## src/rtl/i2c_sclgen_pkg.sv

```systemverilog
package i2c_sclgen_pkg;

  typedef enum logic [1:0] {
    PH_IDLE = 2'd0,
    PH_LOW  = 2'd1,
    PH_HIGH = 2'd2
  } phase_e;

  // Fixed per-half overhead selected by the prescaler setting.
  function automatic logic [2:0] half_overhead(input logic [15:0] psc);
    if (psc == 16'd0)      half_overhead = 3'd7;
    else if (psc == 16'd1) half_overhead = 3'd6;
    else                   half_overhead = 3'd5;
  endfunction

endpackage

```

## src/rtl/sclgen_cfg.sv

```systemverilog
module sclgen_cfg
  import i2c_sclgen_pkg::*;
#(
  parameter int DW = 16,
  parameter logic [DW-1:0] PSC_RST  = '0,
  parameter logic [DW-1:0] LOW_RST  = DW'(3),
  parameter logic [DW-1:0] HIGH_RST = DW'(3),
  localparam int CW = DW + 1
) (
  input  logic          clk,
  input  logic          rst,
  input  logic          run,
  input  logic          cfg_we,
  input  logic [DW-1:0] psc_in,
  input  logic [DW-1:0] low_in,
  input  logic [DW-1:0] high_in,
  output logic [DW-1:0] psc_q,
  output logic [CW-1:0] lo_lim,
  output logic [CW-1:0] hi_lim
);

  // Overhead is folded into the stored limits at load time.
  logic [CW-1:0] ovh_in, ovh_rst;
  assign ovh_in  = {{(CW-3){1'b0}}, half_overhead(16'(psc_in))};
  assign ovh_rst = {{(CW-3){1'b0}}, half_overhead(16'(PSC_RST))};

  always_ff @(posedge clk) begin
    if (rst) begin
      psc_q  <= PSC_RST;
      lo_lim <= {1'b0, LOW_RST} + ovh_rst;
      hi_lim <= {1'b0, HIGH_RST} + ovh_rst;
    end else if (cfg_we && !run) begin
      psc_q  <= psc_in;
      lo_lim <= {1'b0, low_in} + ovh_in;
      hi_lim <= {1'b0, high_in} + ovh_in;
    end
  end

  a_r6_cfg_frozen: assert property (@(posedge clk) disable iff (rst)
    run |=> ($stable(psc_q) && $stable(lo_lim) && $stable(hi_lim)));

endmodule

```

## src/rtl/sclgen_prescale.sv

```systemverilog
module sclgen_prescale #(
  parameter int DW = 16
) (
  input  logic          clk,
  input  logic          rst,
  input  logic          active,
  input  logic [DW-1:0] psc,
  output logic          tick
);

  logic [DW-1:0] pcnt;

  assign tick = active && (pcnt == psc);

  always_ff @(posedge clk) begin
    if (rst || !active)   pcnt <= '0;
    else if (pcnt == psc) pcnt <= '0;
    else                  pcnt <= pcnt + 1'b1;
  end

  a_r3_pcnt_bound: assert property (@(posedge clk) disable iff (rst)
    active |-> (pcnt <= psc));

  a_r2_pcnt_idle: assert property (@(posedge clk) disable iff (rst)
    !active |=> (pcnt == '0));

endmodule

```

## src/rtl/sclgen_phase.sv

```systemverilog
module sclgen_phase
  import i2c_sclgen_pkg::*;
#(
  parameter int DW = 16,
  localparam int CW = DW + 1
) (
  input  logic          clk,
  input  logic          rst,
  input  logic          run,
  input  logic          tick,
  input  logic          scl_in,
  input  logic [CW-1:0] lo_lim,
  input  logic [CW-1:0] hi_lim,
  output logic          active,
  output logic          drive_low,
  output logic          fall_stb,
  output logic          rise_stb
);

  phase_e        state;
  logic [CW-1:0] cnt;

  assign active = (state != PH_IDLE);

  always_ff @(posedge clk) begin
    if (rst) begin
      state     <= PH_IDLE;
      cnt       <= '0;
      drive_low <= 1'b0;
      fall_stb  <= 1'b0;
      rise_stb  <= 1'b0;
    end else begin
      fall_stb <= 1'b0;
      rise_stb <= 1'b0;
      if (!run) begin
        state     <= PH_IDLE;
        cnt       <= '0;
        drive_low <= 1'b0;
      end else begin
        case (state)
          PH_IDLE: begin
            state     <= PH_LOW;
            cnt       <= '0;
            drive_low <= 1'b1;
            fall_stb  <= 1'b1;
          end
          PH_LOW: begin
            if (tick) begin
              if (cnt == lo_lim - 1'b1) begin
                state     <= PH_HIGH;
                cnt       <= '0;
                drive_low <= 1'b0;
                rise_stb  <= 1'b1;
              end else begin
                cnt <= cnt + 1'b1;
              end
            end
          end
          PH_HIGH: begin
            if (tick && scl_in) begin
              if (cnt == hi_lim - 1'b1) begin
                state     <= PH_LOW;
                cnt       <= '0;
                drive_low <= 1'b1;
                fall_stb  <= 1'b1;
              end else begin
                cnt <= cnt + 1'b1;
              end
            end
          end
          default: begin
            state     <= PH_IDLE;
            cnt       <= '0;
            drive_low <= 1'b0;
          end
        endcase
      end
    end
  end

  a_r2_stop_release: assert property (@(posedge clk) disable iff (rst)
    !run |=> (!drive_low && !fall_stb && !rise_stb));

  a_r3_low_bound: assert property (@(posedge clk) disable iff (rst)
    (state == PH_LOW) |-> (cnt < lo_lim));

  a_r4_high_bound: assert property (@(posedge clk) disable iff (rst)
    (state == PH_HIGH) |-> (cnt < hi_lim));

  a_r7_stretch_hold: assert property (@(posedge clk) disable iff (rst)
    (state == PH_HIGH && run && !scl_in) |=> $stable(cnt));

endmodule

```

## src/rtl/i2c_scl_gen.sv

```systemverilog
module i2c_scl_gen #(
  parameter int DW = 16,
  parameter logic [DW-1:0] PSC_RST  = '0,
  parameter logic [DW-1:0] LOW_RST  = DW'(3),
  parameter logic [DW-1:0] HIGH_RST = DW'(3)
) (
  input  logic          clk,
  input  logic          rst,
  input  logic          run,
  input  logic          cfg_we,
  input  logic [DW-1:0] psc_in,
  input  logic [DW-1:0] low_in,
  input  logic [DW-1:0] high_in,
  input  logic          scl_in,
  output logic          scl_drive_low,
  output logic          fall_stb,
  output logic          rise_stb
);

  localparam int CW = DW + 1;

  logic [DW-1:0] psc_q;
  logic [CW-1:0] lo_lim, hi_lim;
  logic          active, tick;

  sclgen_cfg #(
    .DW(DW), .PSC_RST(PSC_RST), .LOW_RST(LOW_RST), .HIGH_RST(HIGH_RST)
  ) u_cfg (
    .clk(clk), .rst(rst), .run(run), .cfg_we(cfg_we),
    .psc_in(psc_in), .low_in(low_in), .high_in(high_in),
    .psc_q(psc_q), .lo_lim(lo_lim), .hi_lim(hi_lim)
  );

  sclgen_prescale #(.DW(DW)) u_pre (
    .clk(clk), .rst(rst), .active(active), .psc(psc_q), .tick(tick)
  );

  sclgen_phase #(.DW(DW)) u_phase (
    .clk(clk), .rst(rst), .run(run), .tick(tick), .scl_in(scl_in),
    .lo_lim(lo_lim), .hi_lim(hi_lim), .active(active),
    .drive_low(scl_drive_low), .fall_stb(fall_stb), .rise_stb(rise_stb)
  );

  a_r8_fall_on_entry: assert property (@(posedge clk) disable iff (rst)
    fall_stb |-> (scl_drive_low && !$past(scl_drive_low)));

  a_r8_rise_on_entry: assert property (@(posedge clk) disable iff (rst)
    rise_stb |-> (!scl_drive_low && $past(scl_drive_low)));

  a_r8_entry_strobed: assert property (@(posedge clk) disable iff (rst)
    $rose(scl_drive_low) |-> fall_stb);

  a_r1_strobe_excl: assert property (@(posedge clk) disable iff (rst)
    !(fall_stb && rise_stb));

endmodule

```

## config.mk

```make
export PLATFORM = sky130hd
export DESIGN_NAME = i2c_scl_gen
export DESIGN_NICKNAME = d
export VERILOG_FILES = /design/src/rtl/i2c_sclgen_pkg.sv /design/src/rtl/sclgen_cfg.sv /design/src/rtl/sclgen_prescale.sv /design/src/rtl/sclgen_phase.sv /design/src/rtl/i2c_scl_gen.sv
export SDC_FILE = /design/constraint.sdc
export NUM_CORES = 1
export LEC_CHECK = 0
export BUFFER_PORTS_ARGS = -buffer_cell sky130_fd_sc_hd__buf_4
export CAP_MARGIN = 20
export CORE_ASPECT_RATIO = 1.75
export CORE_MARGIN = 10
export CORE_UTILIZATION = 28
export DETAILED_ROUTE_END_ITERATION = 10
export GPL_TIMING_DRIVEN = 0
export PLACE_DENSITY_LB_ADDON = 0.12
export SLEW_MARGIN = 20
export SYNTH_ARGS = -nofsm -noshare
export SYNTH_HDL_FRONTEND = slang
export SYNTH_SLANG_ARGS = --single-unit
```

## constraint.sdc

```tcl
create_clock -name clk -period 2.9 [get_ports clk]
set_input_delay 0.58 -clock clk [delete_from_list [all_inputs] [get_ports clk]]
set_output_delay 0.58 -clock clk [all_outputs]
set_load 0.01 [all_outputs]
```

==> results of run 1 <==
cell type report:
class                   instances  area, um^2  share of cell area
multi-input cells             553        3770               0.547
flip-flops and latches         87        1750               0.254
repair buffers                 74         579              0.0841
well taps                     241         302              0.0438
clock buffers                  11         243              0.0352
plain buffers                  34         158              0.0229
inverters                      17        63.8             0.00926
clock inverters                 4        22.5             0.00327
sequential cells by signal, indices dropped and copies added (netlist names):
name,flops
u_pre.pcnt,16
u_cfg.hi_lim,17
u_phase.drive_low,1
u_phase.state,1
u_phase.cnt,17
u_cfg.lo_lim,17
u_phase.fall_stb,1
u_phase.rise_stb,1
u_cfg.psc_q,16
timing repair:
item,in CTS,in global routing
endpoints found under the setup margin,42,20
cloned,2,0
resized for setup,41,25
pin swaps,12,15
setup buffers,11,8
hold endpoints to repair,0,0
power by group through the flow:
stage               clock network, mW  registers [mW]  logic [mW]
floorplan                           0            1.31       0.306
finish                           1.08            1.30       0.541
CTS                              1.12            1.30       0.520
global placement                    0            1.32       0.473
detailed placement                  0            1.33       0.481
global route                     1.16            1.31       0.600
critical path: cells and delay by family, from the launching register on:
kind / cells / cell delay [ps]
AOI/OAI and AO/OA: 8 / 1260
adders and majority gates: 1 / 110
buffers and inverters: 4 / 540
DFF: 1 / 360
and+or+nand+nor: 1 / 520
cells by family after synthesis:
family,count (synthesis)
xor gates and xnor gates,90
adders and majority gates,13
muxes,6
AOI/OAI and AO/OA,153
and+or+nand+nor,291
DFF,87
buffers and inverters,55
placed cells by master, fill, tap and decap left out, types with 5 or more instances in the layout:
cell type  instances
nor2_1            63
nor3_1            15
or3_1             12
nand4_1           17
buf_4             72
xor2_1            37
a211oi_2           5
clkbuf_1          30
a211oi_1          20
dfxtp_1           82
a31oi_1           16
ha_1               9
xnor2_1           53
clkbuf_16          9
and3_1            19
or4_1              6
mux2i_1            6
a311oi_1           5
nand2b_1          11
a21oi_1           40
inv_1             15
o21ai_0           22
a21oi_2            8
nor2b_1            5
nand2_1           78
nand3_1           24
a211o_1            6
final timing paths:
kind | to | start | cells past startpoint
max | u_phase.cnt[14] | u_cfg.hi_lim[0] | 14
min | u_cfg.psc_q[12] | u_cfg.psc_q[12] | 2
max reg2reg | u_phase.cnt[14] | u_cfg.hi_lim[0] | 14
min reg2reg | u_cfg.psc_q[12] | u_cfg.psc_q[12] | 2
stage by stage:
step / TNS (ps) / total power [mW] / std cells
2_1_floorplan: 0 / 1.61 / 695
3_3_place_gp: -25530 / 1.80 / 990
3_5_place_dp: -27480 / 1.81 / 990
4_1_cts: -1250 / 2.94 / 1018
5_1_grt: -2340 / 3.07 / 1021
6_report: -175 / 2.93 / 1021
per-layer routing:
layer  wire length, um  vias up
met4               960        0
met5                 0        -
met2             10600       88
met3               481       32
met1              6840     2503
li1                  -     2636
==> flow_metrics.env, run 1 <==
export IMPL_yosys_most_used_dff="dfxtp_1"
export IMPL_crit_fanout=6
export IMPL_core_mm2=0.0192
export IMPL_routabilityCongestion=0.833
export IMPL_layout_nets=842
export IMPL_port_buffers=54
export IMPL_fill_cells=2046
export IMPL_dieArea_mm2=0.0258
export IMPL_placed_area_mm2=0.00620
export IMPL_rows=67
export IMPL_synthMuxAreaShare=0.0109
export IMPL_grt_max_degree=14
export IMPL_slowest_delay_ps=520
export IMPL_synthCells=695
export IMPL_period_needed_ps=2940
export IMPL_insertedDiodeCount=0
export IMPL_track_usage=0.142
export IMPL_final_area_mm2=0.00689
export IMPL_ys_seq_elements=87
export IMPL_yosys_area_share_simple=0.268
export IMPL_hpwlAfterDp_um=15100
export IMPL_skew_ps=10.6
export IMPL_wl_per_cell_um=18.4
export IMPL_synth_area_top_cells="dfxtp_1 32%, xnor2_1 8.5%, xor2_1 5.9%"
export IMPL_slew_violations=0
export IMPL_swShare=0.290
export IMPL_yosysWarnings=0
export IMPL_max_freq_ghz=0.340
export IMPL_clock_path_buffers=2
export IMPL_intPower_mw=2.08
export IMPL_synthArstFlopShare=0
export IMPL_status="complete, but fails checks"
export IMPL_start_kind="register"
export IMPL_vias=5259
export IMPL_grt_pass1_wl_um=28900
export IMPL_grt_busiest_layer="met2"
export IMPL_clkPwrFrac=0.369
export IMPL_routed_wl_um=18800
export IMPL_drt_iter0_drc=166
export IMPL_grt_pass1_vias=5347
export IMPL_use_met2=0.278
export IMPL_fin_util=0.359
export IMPL_use_met3=0.0216
export IMPL_critPathSlowestCell="or4b_4"
export IMPL_hp_class="reg -> reg"
export IMPL_clkSinkCount=87
export IMPL_synth_fp_nets=761
export IMPL_maxCapViolCount=0
export IMPL_firstDrtPassIters=4
export IMPL_tightest_slew_ps=634
export IMPL_crit_chain="inv_2, ha_4, or4b_4, o21a_1, a211o_1, a211oi_2, o211ai_1, buf_4, o2111ai_4, o31ai_4, buf_6, buf_8, a21oi_2, a31oi_1"
export IMPL_dp_slack_ps=-895
export IMPL_synth_edf_count=0
export IMPL_synth_largest_area_cell="dfxtp_1"
export IMPL_whs_ps=475
export IMPL_peakVddDrop_mv=0.268
export IMPL_r2r_setup_slack_ps=-40
export IMPL_seq_area_frac_synth=0.317
export IMPL_period_share=1.01
export IMPL_synthXorXnorAreaFrac=0.144
export IMPL_timing_final_hold_violations=0
export IMPL_synth_cells_most_frequent="87 x dfxtp_1, 78 x nand2_1, 64 x nor2_1, 53 x xnor2_1, 45 x a21oi_1"
export IMPL_seq_power_share=0.446
export IMPL_synth_top_cell_area_share=0.317
export IMPL_post_drt_via_cell_ratio=5.15
export IMPL_ant_nets=0
export IMPL_antenna_found_initial=0
export IMPL_die_w_um=126
export IMPL_gr_usage_met1=0.130
export IMPL_setup_ws_ps=-38.5
export IMPL_synth_top_family_by_area="simple AND/OR/NAND/NOR gates"
export IMPL_crit_path_end_kind="register"
export IMPL_net_switching_power_mw=0.849
export IMPL_synth_compound_gate_area_share=0.184
export IMPL_comb_power_share=0.185
export IMPL_fp_dieH_um=205
export IMPL_powerDensity_mw_per_mm2=425
export IMPL_violations="negative setup slack"
export IMPL_cts_inserted_buffers=9
export IMPL_path_class="reg -> reg"
export IMPL_start_util=0.286
export IMPL_drive_gt1_frac=0.190
export IMPL_relSlewSlack=0.577
export IMPL_hold_buffers=0
export IMPL_area_growth_pct=25.5
export IMPL_gr_total_overflow=0
export IMPL_power_leakage_nw=2.40
export IMPL_ios=56
export IMPL_final_setup_viol_count=10
export IMPL_syn_area_mm2=0.00549
export IMPL_grt_setup_unrepaired="yes"
export IMPL_clk_pin_slew_ps=60
export IMPL_synthDistinctLibCells=63
export IMPL_clock_root_buffer="clkbuf_16"
export IMPL_drcViolationCount=0
export IMPL_htreeDepth=3
export IMPL_yosysMostFrequentCell="dfxtp_1"
export IMPL_cts_tree="yes"
export IMPL_crit_required_ps=3100
export IMPL_synth_adder_area_share=0.0324
export IMPL_cp_arrival_ps=3140
export IMPL_avgSynthCellArea_um2=7.90
export IMPL_clock_latency_ps=340
No activity file was read; power rests on OpenSTA's default activity.
==> run 2: changes to the inputs <==
--- a/config.mk
+++ b/config.mk
@@ -13,6 +13,7 @@
 export DETAILED_ROUTE_END_ITERATION = 10
 export GPL_TIMING_DRIVEN = 0
 export PLACE_DENSITY_LB_ADDON = 0.12
+export SKIP_LAST_GASP = 1
 export SLEW_MARGIN = 20
 export SYNTH_ARGS = -nofsm -noshare
 export SYNTH_HDL_FRONTEND = slang
==> constraint.sdc (replaced) <==
create_clock -name clk -period 3.4 [get_ports clk]
set_input_delay 0.68 -clock clk [delete_from_list [all_inputs] [get_ports clk]]
set_output_delay 0.68 -clock clk [all_outputs]
set_load 0.01 [all_outputs]
==> flow_metrics.env, run 2 (same netlist as run 1, synthesis figures left out) <==
export IMPL_status="completed"
export IMPL_crit_fanout=5
export IMPL_comb_power_share=0.172
export IMPL_drcViolationCount=0
export IMPL_rows=67
export IMPL_path_class="in -> reg"
export IMPL_relSlewSlack=0.486
export IMPL_dp_slack_ps=-495
export IMPL_setup_ws_ps=130
export IMPL_final_cell_mix="86 x dfxtp_1, 78 x nand2_1, 64 x nor2_1, 57 x buf_4, 53 x xnor2_1"
export IMPL_clk_pin_slew_ps=60
export IMPL_start_util=0.286
export IMPL_period_needed_ps=3270
export IMPL_top_regs="u_cfg.hi_lim x17, u_cfg.lo_lim x17, u_phase.cnt x17"
export IMPL_port_buffers=54
export IMPL_slew_violations=0
export IMPL_report_power_total_mw=2.45
export IMPL_start_kind="primary input"
export IMPL_grt_pass1_wl_um=28400
export IMPL_routed_wl_um=18500
export IMPL_cts_inserted_buffers=9
export IMPL_final_area_mm2=0.00653
export IMPL_cts_tree="yes"
export IMPL_insertedDiodeCount=0
export IMPL_placed_area_mm2=0.00620
export IMPL_swShare=0.287
export IMPL_wl_per_cell_um=18.3
export IMPL_clock_root_buffer="clkbuf_16"
export IMPL_whs_ps=475
export IMPL_drt_iter0_drc=165
export IMPL_drive_gt1_frac=0.129
export IMPL_peakVddDrop_mv=0.225
export IMPL_fp_dieH_um=205
export IMPL_powerDensity_mw_per_mm2=375
export IMPL_tightest_slew_ps=765
export IMPL_area_growth_pct=19.0
export IMPL_post_drt_via_cell_ratio=5.13
export IMPL_hold_buffers=0
export IMPL_clkPwrFrac=0.376
export IMPL_htreeDepth=3
export IMPL_layout_nets=829
export IMPL_skew_ps=8.88
export IMPL_clkSinkCount=87
export IMPL_net_switching_power_mw=0.703
export IMPL_track_usage=0.139
export IMPL_routabilityCongestion=0.833
export IMPL_ant_nets=0
export IMPL_clock_latency_ps=340
export IMPL_vias=5169
export IMPL_hp_class="reg -> reg"
export IMPL_hpwlAfterDp_um=15100
export IMPL_grt_setup_unrepaired="no"
export IMPL_setup_tns_ps=0
export IMPL_maxCapViolCount=0
export IMPL_grt_max_degree=14
export IMPL_max_freq_ghz=0.306
export IMPL_firstDrtPassIters=5
export IMPL_gr_total_overflow=0
export IMPL_final_setup_viol_count=0
export IMPL_crit_path_end_kind="register"
export IMPL_seq_power_share=0.452
export IMPL_final_common_cell="dfxtp_1"
export IMPL_cp_arrival_ps=3470
export IMPL_core_mm2=0.0192
export IMPL_period_share=0.962
export IMPL_grt_pass1_vias=5238
export IMPL_dieArea_mm2=0.0258
export IMPL_timing_final_hold_violations=0
export IMPL_ios=56
export IMPL_die_w_um=126
export IMPL_crit_required_ps=3600
export IMPL_power_leakage_nw=2.29
export IMPL_intPower_mw=1.75
export IMPL_antenna_found_initial=0
export IMPL_clock_path_buffers=2
## run 2: changes by cell type in the layout (fill, tap and decap cells not counted), sizes merged
cell,change
clkbuf,+1
buf,-14
## run 2: repair_timing
item	4_1_cts	5_1_grt
cloned	0	0
pin swaps	2	2
hold endpoints to repair	0	0
gates resized for setup	4	6
setup endpoints to repair	21	16
setup buffers	2	1
## run 2: layer usage
| layer | track usage | part of all wire | up-vias |
|---|---|---|---|
| li1 | - | - | 2614 |
| met3 | 0.0216 | 0.026 | 39 |
| met5 | 0 | 0 | - |
| met2 | 0.275 | 0.55 | 96 |
| met1 | 0.128 | 0.37 | 2420 |
| met4 | 0.0869 | 0.052 | 0 |
## run 2: critical path: stages
cell	delay, ps
buf_4	110
nor4_1	400
and4_1	480
nand2_1	190
ha_1	250
fa_1	380
or2_2	350
and3_1	230
nand4_1	120
xor2_1	190
a211oi_1	90
## run 2: final cells by class
cell class	instances	area, um^2
Tap cell	241	302
Inverter	17	63.8
Fill cell	2089	12700
Sequential cell	87	1740
Timing Repair Buffer	57	428
Buffer	38	173
Multi-Input combinational cell	553	3560
Clock buffer	11	243
Clock inverter	4	22.5
## run 2: final timing paths
| path | startpoint | to | slack [ps] | cells after the start |
|---|---|---|---|---|
| hold / removal | u_cfg.psc_q[12] | u_cfg.psc_q[12] | 470 | 2 |
| setup reg to reg | u_cfg.hi_lim[0] | u_phase.cnt[14] | 180 | 15 |
| setup / recovery | psc_in[3] | u_cfg.hi_lim[14] | 130 | 11 |
| hold reg to reg | u_cfg.psc_q[12] | u_cfg.psc_q[12] | 470 | 2 |
## run 2: power by group through the flow
stage                     clock network [mW]  logic, mW  registers, mW
after floorplan                            0      0.261           1.11
after global placement                     0      0.403           1.13
after detailed placement                   0      0.411           1.13
after CTS                              0.958      0.419           1.11
after global routing                   0.988      0.471           1.11
final                                  0.923      0.422           1.11
## run 2: per-stage QoR
stage / utilization / instances
6_report: 0.340 / 1008
3_3_place_gp: 0.323 / 990
4_1_cts: 0.338 / 1007
2_1_floorplan: - / 695
5_1_grt: 0.340 / 1008
3_5_place_dp: 0.323 / 990
==> run 3: changes to the inputs <==
--- a/config.mk
+++ b/config.mk
@@ -7,7 +7,6 @@
 export LEC_CHECK = 0
 export BUFFER_PORTS_ARGS = -buffer_cell sky130_fd_sc_hd__buf_4
 export CAP_MARGIN = 20
-export CORE_ASPECT_RATIO = 1.75
 export CORE_MARGIN = 10
 export CORE_UTILIZATION = 28
 export DETAILED_ROUTE_END_ITERATION = 10
@@ -18,3 +17,4 @@
 export SYNTH_ARGS = -nofsm -noshare
 export SYNTH_HDL_FRONTEND = slang
 export SYNTH_SLANG_ARGS = --single-unit
+export TNS_END_PERCENT = 20
==> flow_metrics.env, run 3 (same netlist as run 1, synthesis figures left out) <==
export IMPL_grt_setup_unrepaired="no"
export IMPL_firstDrtPassIters=4
export IMPL_relSlewSlack=0.487
export IMPL_final_setup_viol_count=0
export IMPL_dieArea_mm2=0.0256
export IMPL_core_mm2=0.0194
export IMPL_routabilityCongestion=0.842
export IMPL_area_growth_pct=19.2
export IMPL_wl_per_cell_um=16.1
export IMPL_setup_ws_ps=183
export IMPL_crit_path_end_kind="register"
export IMPL_drt_iter0_drc=269
export IMPL_timing_final_hold_violations=0
export IMPL_final_area_mm2=0.00655
export IMPL_port_buffers=54
export IMPL_clock_latency_ps=360
export IMPL_antenna_found_initial=0
export IMPL_die_w_um=160
export IMPL_drive_gt1_frac=0.123
export IMPL_setup_tns_ps=0
export IMPL_top_regs="u_cfg.hi_lim x17, u_cfg.lo_lim x17, u_phase.cnt x17"
export IMPL_comb_power_share=0.161
export IMPL_vias=5068
export IMPL_final_common_cell="dfxtp_1"
export IMPL_ios=56
export IMPL_cts_inserted_buffers=9
export IMPL_cp_arrival_ps=3430
export IMPL_clock_path_buffers=2
export IMPL_routed_wl_um=16600
export IMPL_max_freq_ghz=0.311
export IMPL_crit_fanout=10
export IMPL_htreeDepth=3
export IMPL_clkSinkCount=87
export IMPL_ant_nets=0
export IMPL_status="completed"
export IMPL_slew_violations=0
export IMPL_period_share=0.946
export IMPL_powerDensity_mw_per_mm2=384
export IMPL_fp_dieH_um=160
export IMPL_tightest_slew_ps=764
export IMPL_clock_root_buffer="clkbuf_16"
export IMPL_crit_required_ps=3610
export IMPL_cts_tree="yes"
export IMPL_placed_area_mm2=0.00623
export IMPL_swShare=0.302
export IMPL_start_util=0.283
export IMPL_start_kind="register"
export IMPL_rows=51
export IMPL_seq_power_share=0.441
export IMPL_grt_pass1_vias=4899
export IMPL_track_usage=0.128
export IMPL_grt_max_degree=19
export IMPL_hp_class="reg -> reg"
export IMPL_maxCapViolCount=0
export IMPL_insertedDiodeCount=0
export IMPL_post_drt_via_cell_ratio=4.92
export IMPL_drcViolationCount=0
export IMPL_clkPwrFrac=0.398
export IMPL_hpwlAfterDp_um=13200
export IMPL_power_leakage_nw=2.29
export IMPL_grt_pass1_wl_um=26300
export IMPL_final_cell_mix="87 x dfxtp_1, 78 x nand2_1, 64 x nor2_1, 55 x buf_4, 53 x xnor2_1"
export IMPL_clk_pin_slew_ps=80
export IMPL_r2r_setup_slack_ps=180
export IMPL_skew_ps=9.40
export IMPL_intPower_mw=1.75
export IMPL_report_power_total_mw=2.51
export IMPL_peakVddDrop_mv=0.230
export IMPL_path_class="reg -> reg"
export IMPL_period_needed_ps=3220
export IMPL_dp_slack_ps=-148
export IMPL_gr_total_overflow=0
export IMPL_layout_nets=827
export IMPL_net_switching_power_mw=0.757
## run 3: critical path, cell delays in order, from the launching register on
cell and delay (ps):
dfxtp_1 370, inv_1 80, ha_1 180, or3b_1 430, nor4b_1 340, a211oi_1 130, a2111o_1 410, nor4_1 280
and4_4 290, o31ai_4 90, buf_6 160, buf_8 140, a21oi_1 120, a31oi_1 60
## run 3: what timing repair did
action	CTS	global route
hold buffers	0	0
buffers inserted	0	1
gates resized for setup	0	4
setup endpoints to repair	0	16
## run 3: cell type report
type | count | area [um^2]
Multi-Input combinational cell | 553 | 3530
Clock buffer | 9 | 225
Sequential cell | 87 | 1740
Tap cell | 265 | 332
Inverter | 17 | 63.8
Timing Repair Buffer | 55 | 413
Fill cell | 2128 | 12900
Clock inverter | 7 | 70.1
Buffer | 38 | 173
## run 3: worst paths after layout
kind | startpoint | to | depth (start not counted)
setup / recovery | u_cfg.lo_lim[0] | u_phase.cnt[11] | 13
hold / removal | u_cfg.psc_q[5] | u_cfg.psc_q[5] | 2
setup reg to reg | u_cfg.lo_lim[0] | u_phase.cnt[11] | 13
hold reg to reg | u_cfg.psc_q[5] | u_cfg.psc_q[5] | 2
## run 3: metrics by stage
stage | hold WS (ps) | instances | util
global placement | 462 | 1014 | 0.321
detailed placement | 463 | 1014 | 0.321
global route | 497 | 1031 | 0.337
finish | 472 | 1031 | 0.337
CTS | 474 | 1030 | 0.336
floorplan | 443 | 695 | -
## run 3: power by group through the flow
| stage | Sequential, mW | Clock, mW | Combinational (mW) |
|---|---|---|---|
| CTS | 1.11 | 1.03 | 0.403 |
| finish | 1.11 | 1.00 | 0.404 |
| floorplan | 1.11 | 0 | 0.261 |
| global route | 1.11 | 1.07 | 0.453 |
| detailed placement | 1.13 | 0 | 0.401 |
| global placement | 1.13 | 0 | 0.393 |
## run 3: layer usage
metal  vias to the layer above  track usage  part of all wire
li1                       2620            -                 -
met1                      2345        0.171              0.50
met2                        84        0.198              0.45
met3                        19       0.0283             0.037
met4                         0       0.0438             0.018
met5                         -            0                 0
